File: config.mk
export PLATFORM = sky130hd
export DESIGN_NAME = tbc_expiry_monitor
export DESIGN_NICKNAME = d
export VERILOG_FILES = /design/src/rtl/tbc_pkg.sv /design/src/rtl/tbc_ctrl_regs.sv /design/src/rtl/tbc_down_counter.sv /design/src/rtl/tbc_response.sv /design/src/rtl/tbc_expiry_monitor.sv
export SDC_FILE = /design/constraint.sdc
export NUM_CORES = 1
export LEC_CHECK = 0
export BUFFER_PORTS_ARGS = -buffer_cell sky130_fd_sc_hd__buf_2
export CORE_MARGIN = 5
export CORE_UTILIZATION = 30
export CTS_BUF_LIST = sky130_fd_sc_hd__clkbuf_8
export CTS_CLUSTER_DIAMETER = 200
export CTS_CLUSTER_SIZE = 30
export DETAILED_ROUTE_END_ITERATION = 16
export HOLD_SLACK_MARGIN = 0.08
export PLACE_DENSITY = 0.51
export SLEW_MARGIN = 10
export SYNTH_ARGS = -nofsm -noshare
export SYNTH_HDL_FRONTEND = slang
export SYNTH_SLANG_ARGS = --single-unit
File: constraint.sdc
create_clock -name clk -period 2.6 [get_ports clk]
set_input_delay 0.52 -clock clk [delete_from_list [all_inputs] [get_ports clk]]
set_output_delay 0.52 -clock clk [all_outputs]
set_load 0.01 [all_outputs]
File: src/rtl/tbc_pkg.sv
package tbc_pkg;
  typedef enum logic [1:0] {
    RSP_NONE = 2'b00,
    RSP_IRQ  = 2'b01,
    RSP_NMI  = 2'b10,
    RSP_HALT = 2'b11
  } rsp_e;

  localparam logic [1:0] A_CTRL   = 2'd0;
  localparam logic [1:0] A_RELOAD = 2'd1;
  localparam logic [1:0] A_COUNT  = 2'd2;
  localparam logic [1:0] A_STATUS = 2'd3;

  localparam int CTRL_W   = 6;
  localparam int B_EN     = 0;
  localparam int B_RSP_LO = 1;
  localparam int B_RELOAD = 3;
  localparam int B_PATH0  = 4;
  localparam int B_PATH1  = 5;

  localparam int S_IRQ  = 1;
  localparam int S_NMI  = 2;
  localparam int S_HALT = 3;

  typedef struct packed {
    logic halt;
    logic nmi;
    logic irq;
  } flags_t;
endpackage

File: src/rtl/tbc_ctrl_regs.sv
module tbc_ctrl_regs
  import tbc_pkg::*;
#(
  parameter int CNT_W  = 11,
  parameter int DATA_W = 32
) (
  input  logic              clk,
  input  logic              rst_n,
  input  logic              wr_en,
  input  logic [1:0]        wr_addr,
  input  logic [DATA_W-1:0] wr_data,
  output logic              cnt_en,
  output rsp_e              rsp,
  output logic              reload_pulse,
  output logic              path0_off,
  output logic              path1_off,
  output logic [CNT_W-1:0]  reload_val,
  output logic [CTRL_W-1:0] ctrl_word
);
  logic [CTRL_W-1:0] ctrl_q;
  logic [CNT_W-1:0]  rl_q;
  logic              ctrl_wr;
  logic              rl_wr;
  logic              unused_wdata_hi;

  assign ctrl_wr         = wr_en && (wr_addr == A_CTRL);
  assign rl_wr           = wr_en && (wr_addr == A_RELOAD);
  assign unused_wdata_hi = ^wr_data[DATA_W-1:CNT_W];

  always_ff @(posedge clk) begin
    if (!rst_n) begin
      ctrl_q <= '0;
      rl_q   <= '0;
    end else begin
      if (ctrl_wr) ctrl_q <= wr_data[CTRL_W-1:0];
      else         ctrl_q[B_RELOAD] <= 1'b0;
      if (rl_wr)   rl_q <= wr_data[CNT_W-1:0];
    end
  end

  assign cnt_en       = ctrl_q[B_EN];
  assign rsp          = rsp_e'(ctrl_q[B_RSP_LO +: 2]);
  assign reload_pulse = ctrl_q[B_RELOAD];
  assign path0_off    = ctrl_q[B_PATH0];
  assign path1_off    = ctrl_q[B_PATH1];
  assign reload_val   = rl_q;
  assign ctrl_word    = ctrl_q;

  // the reload request lasts one cycle unless rewritten
  p_selfclear_r4: assert property (@(posedge clk) disable iff (!rst_n)
    (reload_pulse && !(ctrl_wr && wr_data[B_RELOAD])) |=> !reload_pulse);
endmodule

File: src/rtl/tbc_down_counter.sv
module tbc_down_counter #(
  parameter int CNT_W = 11
) (
  input  logic             clk,
  input  logic             rst_n,
  input  logic             en,
  input  logic             stb,
  input  logic             load,
  input  logic [CNT_W-1:0] load_val,
  output logic [CNT_W-1:0] cnt,
  output logic             expire
);
  localparam logic [CNT_W-1:0] ONE = CNT_W'(1);

  logic [CNT_W-1:0] cnt_q;
  logic             step;

  assign step   = en && stb && (cnt_q != '0);
  assign expire = step && !load && (cnt_q == ONE);

  always_ff @(posedge clk) begin
    if (!rst_n)     cnt_q <= '0;
    else if (load)  cnt_q <= load_val;
    else if (step)  cnt_q <= cnt_q - ONE;
  end

  assign cnt = cnt_q;

  p_hold_r2: assert property (@(posedge clk) disable iff (!rst_n)
    (!(en && stb) && !load) |=> $stable(cnt));
  p_step_r2: assert property (@(posedge clk) disable iff (!rst_n)
    (en && stb && !load && cnt != '0) |=> (cnt == $past(cnt) - ONE));
  p_no_wrap_r6: assert property (@(posedge clk) disable iff (!rst_n)
    (cnt == '0 && !load) |=> (cnt == '0));
  p_load_wins_r9: assert property (@(posedge clk) disable iff (!rst_n)
    load |=> (cnt == $past(load_val)));
endmodule

File: src/rtl/tbc_response.sv
module tbc_response
  import tbc_pkg::*;
(
  input  logic   clk,
  input  logic   rst_n,
  input  logic   clear,
  input  logic   expire,
  input  rsp_e   rsp,
  output flags_t flags
);
  flags_t flags_q;

  always_ff @(posedge clk) begin
    if (!rst_n || clear) begin
      flags_q <= '0;
    end else if (expire) begin
      case (rsp)
        RSP_IRQ:  flags_q.irq  <= 1'b1;
        RSP_NMI:  flags_q.nmi  <= 1'b1;
        RSP_HALT: flags_q.halt <= 1'b1;
        default:  ;
      endcase
    end
  end

  assign flags = flags_q;

  p_onehot_r3: assert property (@(posedge clk) disable iff (!rst_n)
    $onehot0(flags));
  p_clear_r4: assert property (@(posedge clk) disable iff (!rst_n)
    clear |=> (flags == '0));
  p_sticky_r7: assert property (@(posedge clk) disable iff (!rst_n)
    ((flags != '0) && !clear) |=> (flags == $past(flags)));
endmodule

File: src/rtl/tbc_expiry_monitor.sv
module tbc_expiry_monitor
  import tbc_pkg::*;
#(
  parameter int CNT_W  = 11,
  parameter int DATA_W = 32
) (
  input  logic              clk,
  input  logic              rst_n,
  input  logic              wr_en,
  input  logic [1:0]        wr_addr,
  input  logic [DATA_W-1:0] wr_data,
  input  logic [1:0]        rd_addr,
  output logic [DATA_W-1:0] rd_data,
  input  logic              byte_stb,
  output logic              irq_o,
  output logic              nmi_o,
  output logic              halt_req_o,
  output logic              path0_en_o,
  output logic              path1_en_o
);
  localparam int PAD_C = DATA_W - CNT_W;
  localparam int PAD_K = DATA_W - CTRL_W;

  logic              cnt_en, reload_pulse, path0_off, path1_off, expire;
  rsp_e              rsp;
  logic [CNT_W-1:0]  reload_val, cnt;
  logic [CTRL_W-1:0] ctrl_word;
  flags_t            flags;
  logic [DATA_W-1:0] status_word;

  tbc_ctrl_regs #(.CNT_W(CNT_W), .DATA_W(DATA_W)) u_regs (
    .clk(clk), .rst_n(rst_n), .wr_en(wr_en), .wr_addr(wr_addr),
    .wr_data(wr_data), .cnt_en(cnt_en), .rsp(rsp),
    .reload_pulse(reload_pulse), .path0_off(path0_off),
    .path1_off(path1_off), .reload_val(reload_val), .ctrl_word(ctrl_word)
  );

  tbc_down_counter #(.CNT_W(CNT_W)) u_cnt (
    .clk(clk), .rst_n(rst_n), .en(cnt_en), .stb(byte_stb),
    .load(reload_pulse), .load_val(reload_val), .cnt(cnt), .expire(expire)
  );

  tbc_response u_rsp (
    .clk(clk), .rst_n(rst_n), .clear(reload_pulse), .expire(expire),
    .rsp(rsp), .flags(flags)
  );

  always_comb begin
    status_word         = '0;
    status_word[S_IRQ]  = flags.irq;
    status_word[S_NMI]  = flags.nmi;
    status_word[S_HALT] = flags.halt;
  end

  always_comb begin
    case (rd_addr)
      A_CTRL:   rd_data = {{PAD_K{1'b0}}, ctrl_word};
      A_RELOAD: rd_data = {{PAD_C{1'b0}}, reload_val};
      A_COUNT:  rd_data = {{PAD_C{1'b0}}, cnt};
      default:  rd_data = status_word;
    endcase
  end

  assign irq_o      = flags.irq;
  assign nmi_o      = flags.nmi;
  assign halt_req_o = flags.halt;
  assign path0_en_o = !path0_off;
  assign path1_en_o = !path1_off;

  // a gate bit set keeps its path enable low
  p_gate_r8: assert property (@(posedge clk) disable iff (!rst_n)
    (ctrl_word[B_PATH0] |-> !path0_en_o) and (ctrl_word[B_PATH1] |-> !path1_en_o));
endmodule

* After elaboration in Yosys (flattened, before gate mapping) *
Cells that the tools add are included.

operators by class
  $add $sub $neg = 1
  multiplexer cells = 3
  eq/ne operators = 7
  reductions and logical operators = 19

operators with widths
  kind                                                                  count
  11-bit one-hot mux with 3 select lines                                1
  11-bit 2-to-1 mux                                                     2
  11-bit by 1-bit == test with 1-bit output, second input constant      1
  11-bit nonzero test                                                   1
  11-bit by 1-bit subtractor with 11-bit output, second input constant  1
  2-bit AND reduction                                                   4
  2-bit by 1-bit == test with 1-bit output, second input constant       3
  2-bit == test, second input constant                                  3
  1-bit logical AND                                                     6
  1-bit logical NOT                                                     4
  2-bit logical NOT                                                     2
  2-bit nonzero test                                                    1
  1-bit logical OR                                                      1

word-level totals
  flip-flop bits (word level) = 31

* Depth between registers and ports, before layout *
Gate-level depths: netlist of the first run.

  depth in word-level cells = 5
  mapped depth = 6

* Modules after synthesis *
A second synthesis of the first run with hierarchy kept.

unflattened totals
  cell total of the unflattened synthesis = 216
  area, all modules = 1883.1 sq um

modules (own cells, without submodules)
  module              sequential area each (sq um)  cells an instance  area an instance (sq um)  instances
  tbc_ctrl_regs       340.3                         74                 701.9                     1
  tbc_down_counter    220.2                         87                 699.4                     1
  tbc_expiry_monitor  0.0                           43                 372.9                     1
  tbc_response        60.1                          12                 108.9                     1

* Least setup slack after synthesis of the first run *
OpenSTA, ideal clock, no wires.

  kind = input to output
  from = input port rd_addr[1]
  to = output port rd_data[3]
  stages on the path = 2
  arrival = 1.395 ns
  buffers on the path = 1
  required time = 2.080 ns
  slack = 0.685 ns
  cell sequence = clkbuf_1 mux4_2

on the way
  word-level cells in the longest chain between the ends = 2
  elaborated cells between the ends (all ways) = 4
  classes of those cells = 2 x eq/ne; 1 x mux; 1 x reduce/logical

ends and longest elaborated chain
  what                                         RTL line                  text
  from (decl)                                  tbc_expiry_monitor.sv:12  input logic [1:0] rd_addr,
  2-bit == test, or another cell as far along  tbc_expiry_monitor.sv:56  case (rd_addr)
  11-bit one-hot mux with 3 select lines *     tbc_expiry_monitor.sv:56
  to (decl)                                    tbc_expiry_monitor.sv:13  output logic [DATA_W-1:0] rd_data,

Every way passes the cells marked *; elsewhere a longest branch is shown, timed or not.

* Worst setup path after layout of the first run *
  from = register u_cnt.cnt_q[0], in the netlist u_cnt.cnt[0]
  to = register u_cnt.cnt_q[6], in the netlist u_cnt.cnt[6]

on the way
  word-level cells in the longest chain between the ends = 3
  elaborated cells between the ends (all ways) = 6
  classes of those cells = 1 x add/sub; 2 x mux; 3 x reduce/logical

ends and longest elaborated chain
  what                                                                                         RTL line                                        text
  from (decl)                                                                                  tbc_down_counter.sv:15                          logic [CNT_W-1:0] cnt_q;
  from (signal assigned)                                                                       tbc_down_counter.sv:23                          else if (load) cnt_q <= load_val;
  from (signal assigned)                                                                       tbc_down_counter.sv:24                          else if (step) cnt_q <= cnt_q - ONE;
  11-bit by 1-bit subtractor with 11-bit output / 11-bit nonzero test (equally long branches)  tbc_down_counter.sv:24, tbc_down_counter.sv:18
  11-bit 2-to-1 mux / 1-bit logical AND (equally long branches)                                tbc_down_counter.sv:24, tbc_down_counter.sv:18
  11-bit 2-to-1 mux / 2-bit nonzero test (equally long branches)                               -

Several ways; a longest one is shown, not always the timed one. The select of a mux whose other input is x is not followed.
A chain may end at the register's enable or synchronous reset.

==> metrics.yaml, run 1 <==
pwr:
  power_switching_uw: 279
  switching_share_pct: 27.8
  p_comb_share_pct: 12.7
  leakagePower_uw: 0.000920
  irDropWorstVdd_uv: 147
  power.density_nw_per_um2: 484
  clkPwrFrac_pct: 37.5
  internal_power_uw: 726
  pwr-share-seq_pct: 49.8
  p_total_uw: 1000
critical_path:
  critical-path-top-delay-family: "simple AND/OR/NAND/NOR gates"
  rr_worst_depth: 6
  critical_path_class: "reg2reg"
  slowest_stage: "or3b_2"
  crit_required_ps: 2780
  r2r-end: "u_cnt.cnt[6]"
  ff2ff_setup_slack_ps: 530
  cp.arrival_ps: 2250
  slowest_delay_ps: 530
  cp-start-kind: "flop"
  reg2reg_from: "u_cnt.cnt[0]"
  path_buf_inv: 1
  cp_max_fo: 6
  timing.critical_path.cells: "inv_1 -> ha_1 -> or3b_2 -> o311ai_4 -> nor2_1 -> a22o_1"
  endpoint_kind: "flop"
clock_network:
  cts_max_path_buffers: 2
  h-tree-depth: 2
  cts_inserted_buffers: 5
  post_cts_buffers: 0
  cts_tree: "yes"
  clkSinkCount: 31
  cts_resized: 0
  ctsHoldBuffers: 0
  insertion_delay_ps: 290
  cts-root-buf: "clkbuf_8"
  clk_pin_slew_ps: 70
floorplan:
  num_rows: 28
  dieArea_um2: 7700
  io_pins: 77
  core_um2: 5890
  die_height_um: 87.8
  initial_core_util_pct: 30.8
  dieWidth_um: 87.8
sta:
  fin_crit_sh_pct: 79.7
  fmax_mhz: 483
  slew_headroom_pct: 56.8
  rsz0062_at_grt: "no"
  setup_violations: 0
  fin_ws_ps: 528
  final-hold-violation-count: 0
  fin_setup_tns_ps: 0
  worstMarginPinSlew_ps: 646
  slew_violations: 0
  fin_crit_ps: 2070
  hold_slack_ps: 479
  skew_ps: 8.41
logic_synthesis:
  yosys.area.top_type_share_pct: 34.2
  ys.flop_type: "dfxtp_1"
  synthTopCellsByArea: "dfxtp_1 (34%), mux2i_1 (8.8%), buf_4 (8.7%)"
  ys_seq_area_share_pct: 34.2
  synth_edf_count: 0
  syn_inst: 202
  synth_top_area_cell: "dfxtp_1"
  synth_area_per_cell_um2: 8.98
  yosys_warnings: 0
  ys_types: 43
  netlist_area_um2: 1810
  async_flop_share_pct: 0
  ys_seq_elements: 31
cells_and_area:
  final_cell_mix: "buf_2 (34), dfxtp_1 (31), conb_1 (21)"
  layout_commonest_cell: "buf_2"
  nets: 278
  drive_gt1_share_pct: 24.5
  final_design_area_no_fill_um2: 2080
  multi_input_area_um2: 1050
  ff_latch_area_um2: 621
  area_growth_pct: 14.4
  n_fill_cell: 645
  num_antenna_cells: 0
worst_hold_path:
  hold_depth: 2
  min_to: "u_regs.ctrl_word[3]"
  holdCritPathClass: "in2reg"
  worstHoldStart: "wr_data[3]"
route:
  drt_iter0_drc: 117
  drc: 0
  wirelength_um: 4260
  via_per_inst: 4.65
  drt-wirelength-per-cell_um: 13.6
  firstDrtPassIters: 4
  vias: 1451
  ant_nets: 0
global_route:
  grt_max_degree: 30
  grt_pass1_wl_um: 7130
  gr-usage-met1_pct: 15.3
  overflow: 0
  grt_pass1_vias: 1441
  met2_usage_pct: 18.6
  antenna_found_initial: 0
  met3_usage_pct: 3.20
  grt_usage_pct: 11.9
  grt_busiest_layer: "met2"
place:
  post-place-ws_ps: 551
  dpl_cell_area_um2: 1990
  place_congestion: 0.759
  port_buffers: 34
  hpwlAfterDp_um: 3210
outcome:
  status: "finished clean"
job:
  drv_cap: 0
-- metal layers --
layer,up-vias,wire (um)
met5,-,0
met4,0,102
met3,9,240
met2,41,1910
met1,659,2000
li1,742,-
-- stage by stage --
step,cells,utilization [%]
2_1_floorplan,222,-
3_3_place_gp,304,33.8
3_5_place_dp,304,33.8
4_1_cts,312,35.3
5_1_grt,312,35.3
6_report,312,35.3
-- worst max path at each step --
stage / to / slack, ps / depth (start not counted) / startpoint
after floorplan: rd_data[3] / 680 / 2 / rd_addr[1]
after global placement: u_cnt.cnt[6] / 550 / 6 / u_cnt.cnt[0]
after detailed placement: u_cnt.cnt[6] / 550 / 6 / u_cnt.cnt[0]
after CTS: u_cnt.cnt[6] / 520 / 6 / u_cnt.cnt[0]
after global routing: u_cnt.cnt[6] / 390 / 6 / u_cnt.cnt[1]
final: u_cnt.cnt[6] / 530 / 6 / u_cnt.cnt[0]
-- synth_stat cells (2+ instances only) --
cell type	number
dfxtp_1	31
buf_4	21
nor2b_1	18
mux2i_1	16
nand2_1	13
nor2_1	11
o21ai_0	10
clkbuf_1	8
a22o_1	7
a21oi_1	6
inv_1	6
a31oi_1	5
or3_1	4
xnor2_1	4
mux4_2	3
nand3_1	3
nor3_1	3
or4_1	3
ha_1	2
nand2b_1	2
nand3b_1	2
o211a_1	2
o31ai_1	2
-- power groups by stage --
| stage | clock, uW | sequential [uW] | combinational (uW) |
|---|---|---|---|
| 6_report | 377 | 501 | 127 |
| 5_1_grt | 410 | 503 | 144 |
| 4_1_cts | 392 | 500 | 128 |
| 3_5_place_dp | 0 | 511 | 128 |
| 3_3_place_gp | 0 | 511 | 126 |
| 2_1_floorplan | 0 | 506 | 115 |
-- final cells by class --
class	instances	area share (%)
flip-flops and latches	31	29.9
clock buffers	5	3.32
well taps	75	4.52
inverters	7	1.27
multi-input cells	153	50.4
clock inverters	3	0.964
repair buffers	38	9.64
-- logic make-up (layout without fill, tap and decap cells) --
family	count (synthesis)	in the layout	synth area share (%)
AO/OA/AOI/OAI	38	38	15.9
multiplexers	20	20	13.2
flip-flops	31	31	34.2
other	1	21	0.207
adder cells (fa/ha/maj)	2	2	1.38
AND/OR/NAND/NOR	67	67	20.5
XOR/XNOR	5	5	2.41
buffers and inverters	38	53	12.3
-- sequential cells by signal (all words and copies together) (netlist names) --
name and cells:
u_regs.ctrl_word 6, u_regs.reload_val 11, u_cnt.cnt 11, u_rsp.flags 3
(Power assumes the default switching activity.)
==> inputs of run 2 (changes only) <==
- ABC_AREA: default -> 1
- clock period: 2.6 -> 2.15 ns (I/O delays scaled with it)
==> run 2 against run 1 <==
Core utilization rose by 0.61 points. Clock skew is 5.1 ps lower. Highest routed layer unchanged. Combinational power grew 61%. Hold slack got worse by 120 ps. Sequential power up 23%. Largest power group unchanged. Routed wire length is 15% higher. Area after synthesis grew 3.2%. Final cell count rose by 29%. Synthesized cell count increased by 44%. First-iteration DRC count down 12%.
==> metrics.yaml, run 2 <==
critical_path:
  cp.arrival_ps: 1990  # was 2250 ps
  endpoint_kind: "flop"  # unchanged
  cp_max_fo: 12  # was 6
  critical_path_class: "reg2reg"  # unchanged
  cp-start-kind: "flop"  # unchanged
  crit_required_ps: 2310  # was 2780 ps
cells_and_area:
  num_antenna_cells: 0  # unchanged
  n_fill_cell: 654  # was 645
  ff_latch_area_um2: 621  # unchanged
  nets: 367  # was 278
  drive_gt1_share_pct: 16.0  # was 24.5%
  layout.cells.non_filler: 401  # was 312
  final_design_area_no_fill_um2: 2150  # was 2080 um^2
  final_cell_mix: "nand2_1 (68), nor2_1 (50), buf_2 (34)"  # was buf_2 (34), dfxtp_1 (31), conb_1 (21)
  multi_input_area_um2: 1020  # was 1050 um^2
  layout_commonest_cell: "nand2_1"  # was buf_2
  final_util_pct: 35.9  # was 35.3%
  area_growth_pct: 14.8  # was 14.4%
sta:
  final-hold-violation-count: 0  # unchanged
  fin_crit_sh_pct: 85.1  # was 79.7%
  skew_ps: 3.29  # was 8.41 ps
  rsz0062_at_grt: "no"  # unchanged
  fmax_mhz: 546  # was 483 MHz
  fin_crit_ps: 1830  # was 2070 ps
  slew_violations: 0  # unchanged
  setup_violations: 0  # unchanged
  fin_setup_tns_ps: 0  # unchanged
logic_synthesis:
  ys_seq_area_share_pct: 33.2  # was 34.2%
  syn_inst: 291  # was 202
  yosys.area.top_type_share_pct: 33.2  # was 34.2%
  ys_seq_elements: 31  # unchanged
  yosysMostFrequentCell: "nand2_1"  # was dfxtp_1
  synth_edf_count: 0  # unchanged
  ys_types: 24  # was 43
  netlist_area_um2: 1870  # was 1810 um^2
  synth_area_per_cell_um2: 6.43  # was 8.98 um^2
  synth_top_area_cell: "dfxtp_1"  # unchanged
  ys.flop_type: "dfxtp_1"  # unchanged
  synthTopCellsByArea: "dfxtp_1 (33%), nand2_1 (14%), nor2_1 (10%)"  # was dfxtp_1 (34%), mux2i_1 (8.8%), buf_4 (8.7%)
  async_flop_share_pct: 0  # unchanged
  yosys_warnings: 0  # unchanged
  synthTopCellsByCount: "nand2_1 (68), nor2_1 (50), dfxtp_1 (31)"  # was dfxtp_1 (31), buf_4 (21), nor2b_1 (18)
global_route:
  grt_pass1_vias: 1677  # was 1,441
  grt_max_degree: 19  # was 30
  grt_pass1_wl_um: 7860  # was 7130 um
  met3_usage_pct: 3.04  # was 3.20%
  grt_busiest_layer: "met2"  # unchanged
  overflow: 0  # unchanged
  antenna_found_initial: 0  # unchanged
  gr-usage-met1_pct: 16.3  # was 15.3%
  met2_usage_pct: 21.6  # was 18.6%
  grt_usage_pct: 13.0  # was 11.9%
route:
  drt-wirelength-per-cell_um: 12.2  # was 13.6 um
  via_per_inst: 4.53  # was 4.65
  drc: 0  # unchanged
  drt_iter0_drc: 103  # was 117
  firstDrtPassIters: 4  # unchanged
  wirelength_um: 4910  # was 4260 um
  ant_nets: 0  # unchanged
  vias: 1816  # was 1,451
floorplan:
  num_rows: 28  # unchanged
  die_height_um: 89.0  # was 87.8 um
  dieArea_um2: 7920  # was 7700 um^2
  io_pins: 77  # unchanged
  dieWidth_um: 89.0  # was 87.8 um
  initial_core_util_pct: 31.2  # was 30.8%
  core_um2: 5990  # was 5890 um^2
clock_network:
  cts_max_path_buffers: 2  # unchanged
  cts_tree: "yes"  # unchanged
  ctsHoldBuffers: 0  # unchanged
  cts_resized: 0  # unchanged
  cts_inserted_buffers: 5  # unchanged
  insertion_delay_ps: 290  # about the same
  h-tree-depth: 2  # unchanged
  clkSinkCount: 31  # unchanged
  post_cts_buffers: 0  # unchanged
  clk_pin_slew_ps: 70  # about the same
  cts-root-buf: "clkbuf_8"  # unchanged
worst_hold_path:
  holdCritPathClass: "in2reg"  # unchanged
place:
  port_buffers: 34  # unchanged
  place_congestion: 0.819  # was 0.759
  numPlacedInstances: 393  # was 304
  hpwlAfterDp_um: 3670  # was 3210 um
  dpl_cell_area_um2: 2030  # was 1990 um^2
outcome:
  status: "finished clean"  # unchanged
job:
  drv_cap: 0  # unchanged
pwr:
  power.density_nw_per_um2: 665  # was 484 nW/um^2
  irDropWorstVdd_uv: 430  # was 147 uV
  leakagePower_uw: 0.00102  # was 0.000920 uW
  p_total_uw: 1430  # was 1000 uW
==> run 2: cell count changes after synthesis, moves of 5 or more <==
cell and change:
o21ai_0 +15, inv_1 +19, a22o_1 -7, nor2_1 +39, nand2_1 +55, nor2b_1 -18
nand3_1 +18, a21oi_1 +12, a31oi_1 -5, mux2i_1 -16
==> run 2: per-stage QoR <==
stage | setup WS, ps | hold WS, ps
after floorplan | 673 | 452
final | 320 | 358
after CTS | 324 | 358
after global routing | 170 | 371
after detailed placement | 339 | 466
after global placement | 321 | 460
==> run 2: worst paths after layout <==
kind / cells after the start / slack, ps / startpoint / end
hold reg to reg: 2 / 480 / u_rsp.flags[2] / u_rsp.flags[2]
hold / removal: 3 / 360 / wr_data[6] / u_regs.reload_val[6]
setup reg to reg: 9 / 320 / u_cnt.cnt[0] / u_cnt.cnt[3]
setup / recovery: 9 / 320 / u_cnt.cnt[0] / u_cnt.cnt[3]
==> run 2: critical path: stages, from the launching register on <==
cell and delay (ps):
dfxtp_1 350, inv_1 140, ha_1 310, nand2_4 90, nor2_4 180, nand2_4 70
nand2_4 140, nand2_1 210, o21ai_1 140, a21oi_1 70
==> run 2: final cells by class <==
type | instances | area share (%)
flip-flops and latches | 31 | 28.9
clock inverters | 2 | 1.63
clock buffers | 6 | 3.84
multi-input cells | 224 | 47.6
inverters | 25 | 4.37
repair buffers | 38 | 9.31
well taps | 75 | 4.37
==> run 2: where the power goes <==
group,switching [uW],leakage (uW),internal (uW)
Sequential,20.6,0.000252,595
Clock,234,0.0000612,375
Combinational,134,0.000710,71.5
==> run 2: cell families (layout without fill, tap and decap cells) <==
family / Yosys count / count (layout) / synth area share, %
buffers and inverters: 56 / 71 / 16.2
and+or+nand+nor: 150 / 150 / 34.2
adders and majority gates: 2 / 2 / 1.34
AOI/OAI and AO/OA: 48 / 48 / 13.5
DFF: 31 / 31 / 33.2
xor gates and xnor gates: 3 / 3 / 1.40
other: 1 / 21 / 0.200
==> run 2: per-layer routing <==
layer | wire [um] | part of all wire, % | vias up
met3 | 295 | 6.0 | 7
li1 | - | - | 955
met1 | 2300 | 47 | 801
met5 | 0 | 0 | -
met2 | 2240 | 46 | 53
met4 | 73 | 1.5 | 0
==> inputs of run 3 (changes only) <==
- RECOVER_POWER: default -> 100
==> run 3 against run 2 <==
Die area did not move. Worst setup slack worse by 38 ps. Sequential share of layout area increased by 0.48 points. Hold slack worse by 1.7 ps. Combinational power fell by 3%. Via count fell by 0.77%. Critical path depth stayed put. Core utilization decreased by 0.58 points. Largest cell class unchanged. Largest power group unchanged.
==> metrics.yaml, run 3 (same netlist as run 2, synthesis figures left out) <==
outcome:
  status: "finished clean"  # unchanged
floorplan:
  die_height_um: 89.0  # unchanged
  io_pins: 77  # unchanged
  core_um2: 5990  # unchanged
  num_rows: 28  # unchanged
  dieArea_um2: 7920  # unchanged
  initial_core_util_pct: 31.2  # unchanged
  dieWidth_um: 89.0  # unchanged
cells_and_area:
  n_fill_cell: 665  # was 654
  area_growth_pct: 13.0  # was 14.8%
  layout_commonest_cell: "nand2_1"  # unchanged
  num_antenna_cells: 0  # unchanged
  nets: 367  # unchanged
  drive_gt1_share_pct: 9.51  # was 16.0%
  layout.cells.non_filler: 401  # unchanged
  final_cell_mix: "nand2_1 (69), nor2_1 (50), dfxtp_1 (31)"  # was nand2_1 (68), nor2_1 (50), buf_2 (34)
  final_design_area_no_fill_um2: 2110  # was 2150 um^2
  final_util_pct: 35.3  # was 35.9%
place:
  numPlacedInstances: 393  # unchanged
  dpl_cell_area_um2: 2030  # unchanged
  place_congestion: 0.819  # unchanged
  hpwlAfterDp_um: 3670  # unchanged
  port_buffers: 34  # unchanged
critical_path:
  critical_path_class: "reg2reg"  # unchanged
  slowest_delay_ps: 350  # about the same
  slowest_stage: "dfxtp_1"  # unchanged
  endpoint_kind: "flop"  # unchanged
  crit_required_ps: 2310  # about the same
  cp_max_fo: 12  # unchanged
  reg2reg_from: "u_cnt.cnt[0]"  # unchanged
  cp.arrival_ps: 2030  # was 1990 ps
  cp-start-kind: "flop"  # unchanged
  timing.critical_path.cells: "inv_1 -> ha_1 -> nand2_4 -> nor2_4 -> nand2_1 -> nand2_4 -> nand2_1 -> o21ai_0 -> a21oi_1"  # was inv_1 -> ha_1 -> nand2_4 -> nor2_4 -> nand2_4 -> nand2_4 -> nand2_1 -> o21ai_1 -> a21oi_1
  startpoint: "u_cnt.cnt[0]"  # unchanged
clock_network:
  post_cts_buffers: 0  # unchanged
  cts_resized: 0  # unchanged
  cts-root-buf: "clkbuf_8"  # unchanged
  cts_inserted_buffers: 5  # unchanged
  clk_pin_slew_ps: 70  # about the same
  insertion_delay_ps: 290  # about the same
  ctsHoldBuffers: 0  # unchanged
  h-tree-depth: 2  # unchanged
  cts_tree: "yes"  # unchanged
  cts_max_path_buffers: 2  # unchanged
  clkSinkCount: 31  # unchanged
route:
  drt_iter0_drc: 108  # was 103
  wirelength_um: 4890  # was 4910 um
  via_per_inst: 4.49  # was 4.53
  firstDrtPassIters: 4  # unchanged
  vias: 1802  # was 1,816
  drt-wirelength-per-cell_um: 12.2  # about the same
  ant_nets: 0  # unchanged
  drc: 0  # unchanged
sta:
  fin_crit_sh_pct: 86.9  # was 85.1%
  slew_violations: 0  # unchanged
  worstMarginPinSlew_ps: 637
  fin_crit_ps: 1870  # was 1830 ps
  fin_setup_tns_ps: 0  # unchanged
  final-hold-violation-count: 0  # unchanged
  fmax_mhz: 535  # was 546 MHz
  skew_ps: 2.51  # was 3.29 ps
  slew_headroom_pct: 57.6
  setup_violations: 0  # unchanged
  rsz0062_at_grt: "no"  # unchanged
pwr:
  power.density_nw_per_um2: 673  # was 665 nW/um^2
  irDropWorstVdd_uv: 429  # was 430 uV
  leakagePower_uw: 0.000947  # was 0.00102 uW
  p_total_uw: 1420  # was 1430 uW
global_route:
  overflow: 0  # unchanged
  antenna_found_initial: 0  # unchanged
  grt_max_degree: 19  # unchanged
  grt_pass1_wl_um: 7860  # unchanged
  grt_pass1_vias: 1677  # unchanged
  grt_usage_pct: 13.0  # unchanged
job:
  drv_cap: 0  # unchanged
worst_hold_path:
  worstHoldStart: "wr_data[6]"  # unchanged
  holdCritPathClass: "in2reg"  # unchanged
==> run 3: final cells by class <==
class,instances,area [um^2],share of cell area [%]
multi-input combinational,224,1020,48.0
sequential,31,621,29.3
timing repair buffer,38,173,8.17
inverter,25,93.8,4.44
tap,75,93.8,4.44
clock buffer,6,82.6,3.91
clock inverter,2,35.0,1.66
==> run 3: worst paths after layout <==
path	to	slack [ps]	cells after the start
worst min register to register	u_rsp.flags[2]	480	2
worst max register to register	u_cnt.cnt[3]	280	9
worst max-delay path	u_cnt.cnt[3]	280	9
worst min-delay path	u_regs.reload_val[6]	360	3
==> run 3: through the flow <==
| step | hold slack, ps | setup WS (ps) |
|---|---|---|
| 3_5_place_dp | 466 | 339 |
| 2_1_floorplan | 452 | 673 |
| 6_report | 357 | 282 |
| 4_1_cts | 358 | 324 |
| 3_3_place_gp | 460 | 321 |
| 5_1_grt | 371 | 110 |
==> run 3: critical path: cells and delay by family, from the launching register on <==
family	cells	cell delay [ps]
flip-flops	1	350
buffers and inverters	1	140
adder cells (fa/ha/maj)	1	310
AO/OA/AOI/OAI	2	220
AND/OR/NAND/NOR	5	730
==> run 3: report_power, final <==
part           switching [uW]  internal (uW)
Clock                     236            375
Combinational             132           66.2
Sequential               20.4            595
==> run 3: routing by layer <==
layer	vias up	routed length, um	track usage (%)
met1	791	2290	16.3
met3	7	301	3.04
li1	955	-	-
met5	-	0	0
met4	0	73	4.87
met2	49	2220	21.6
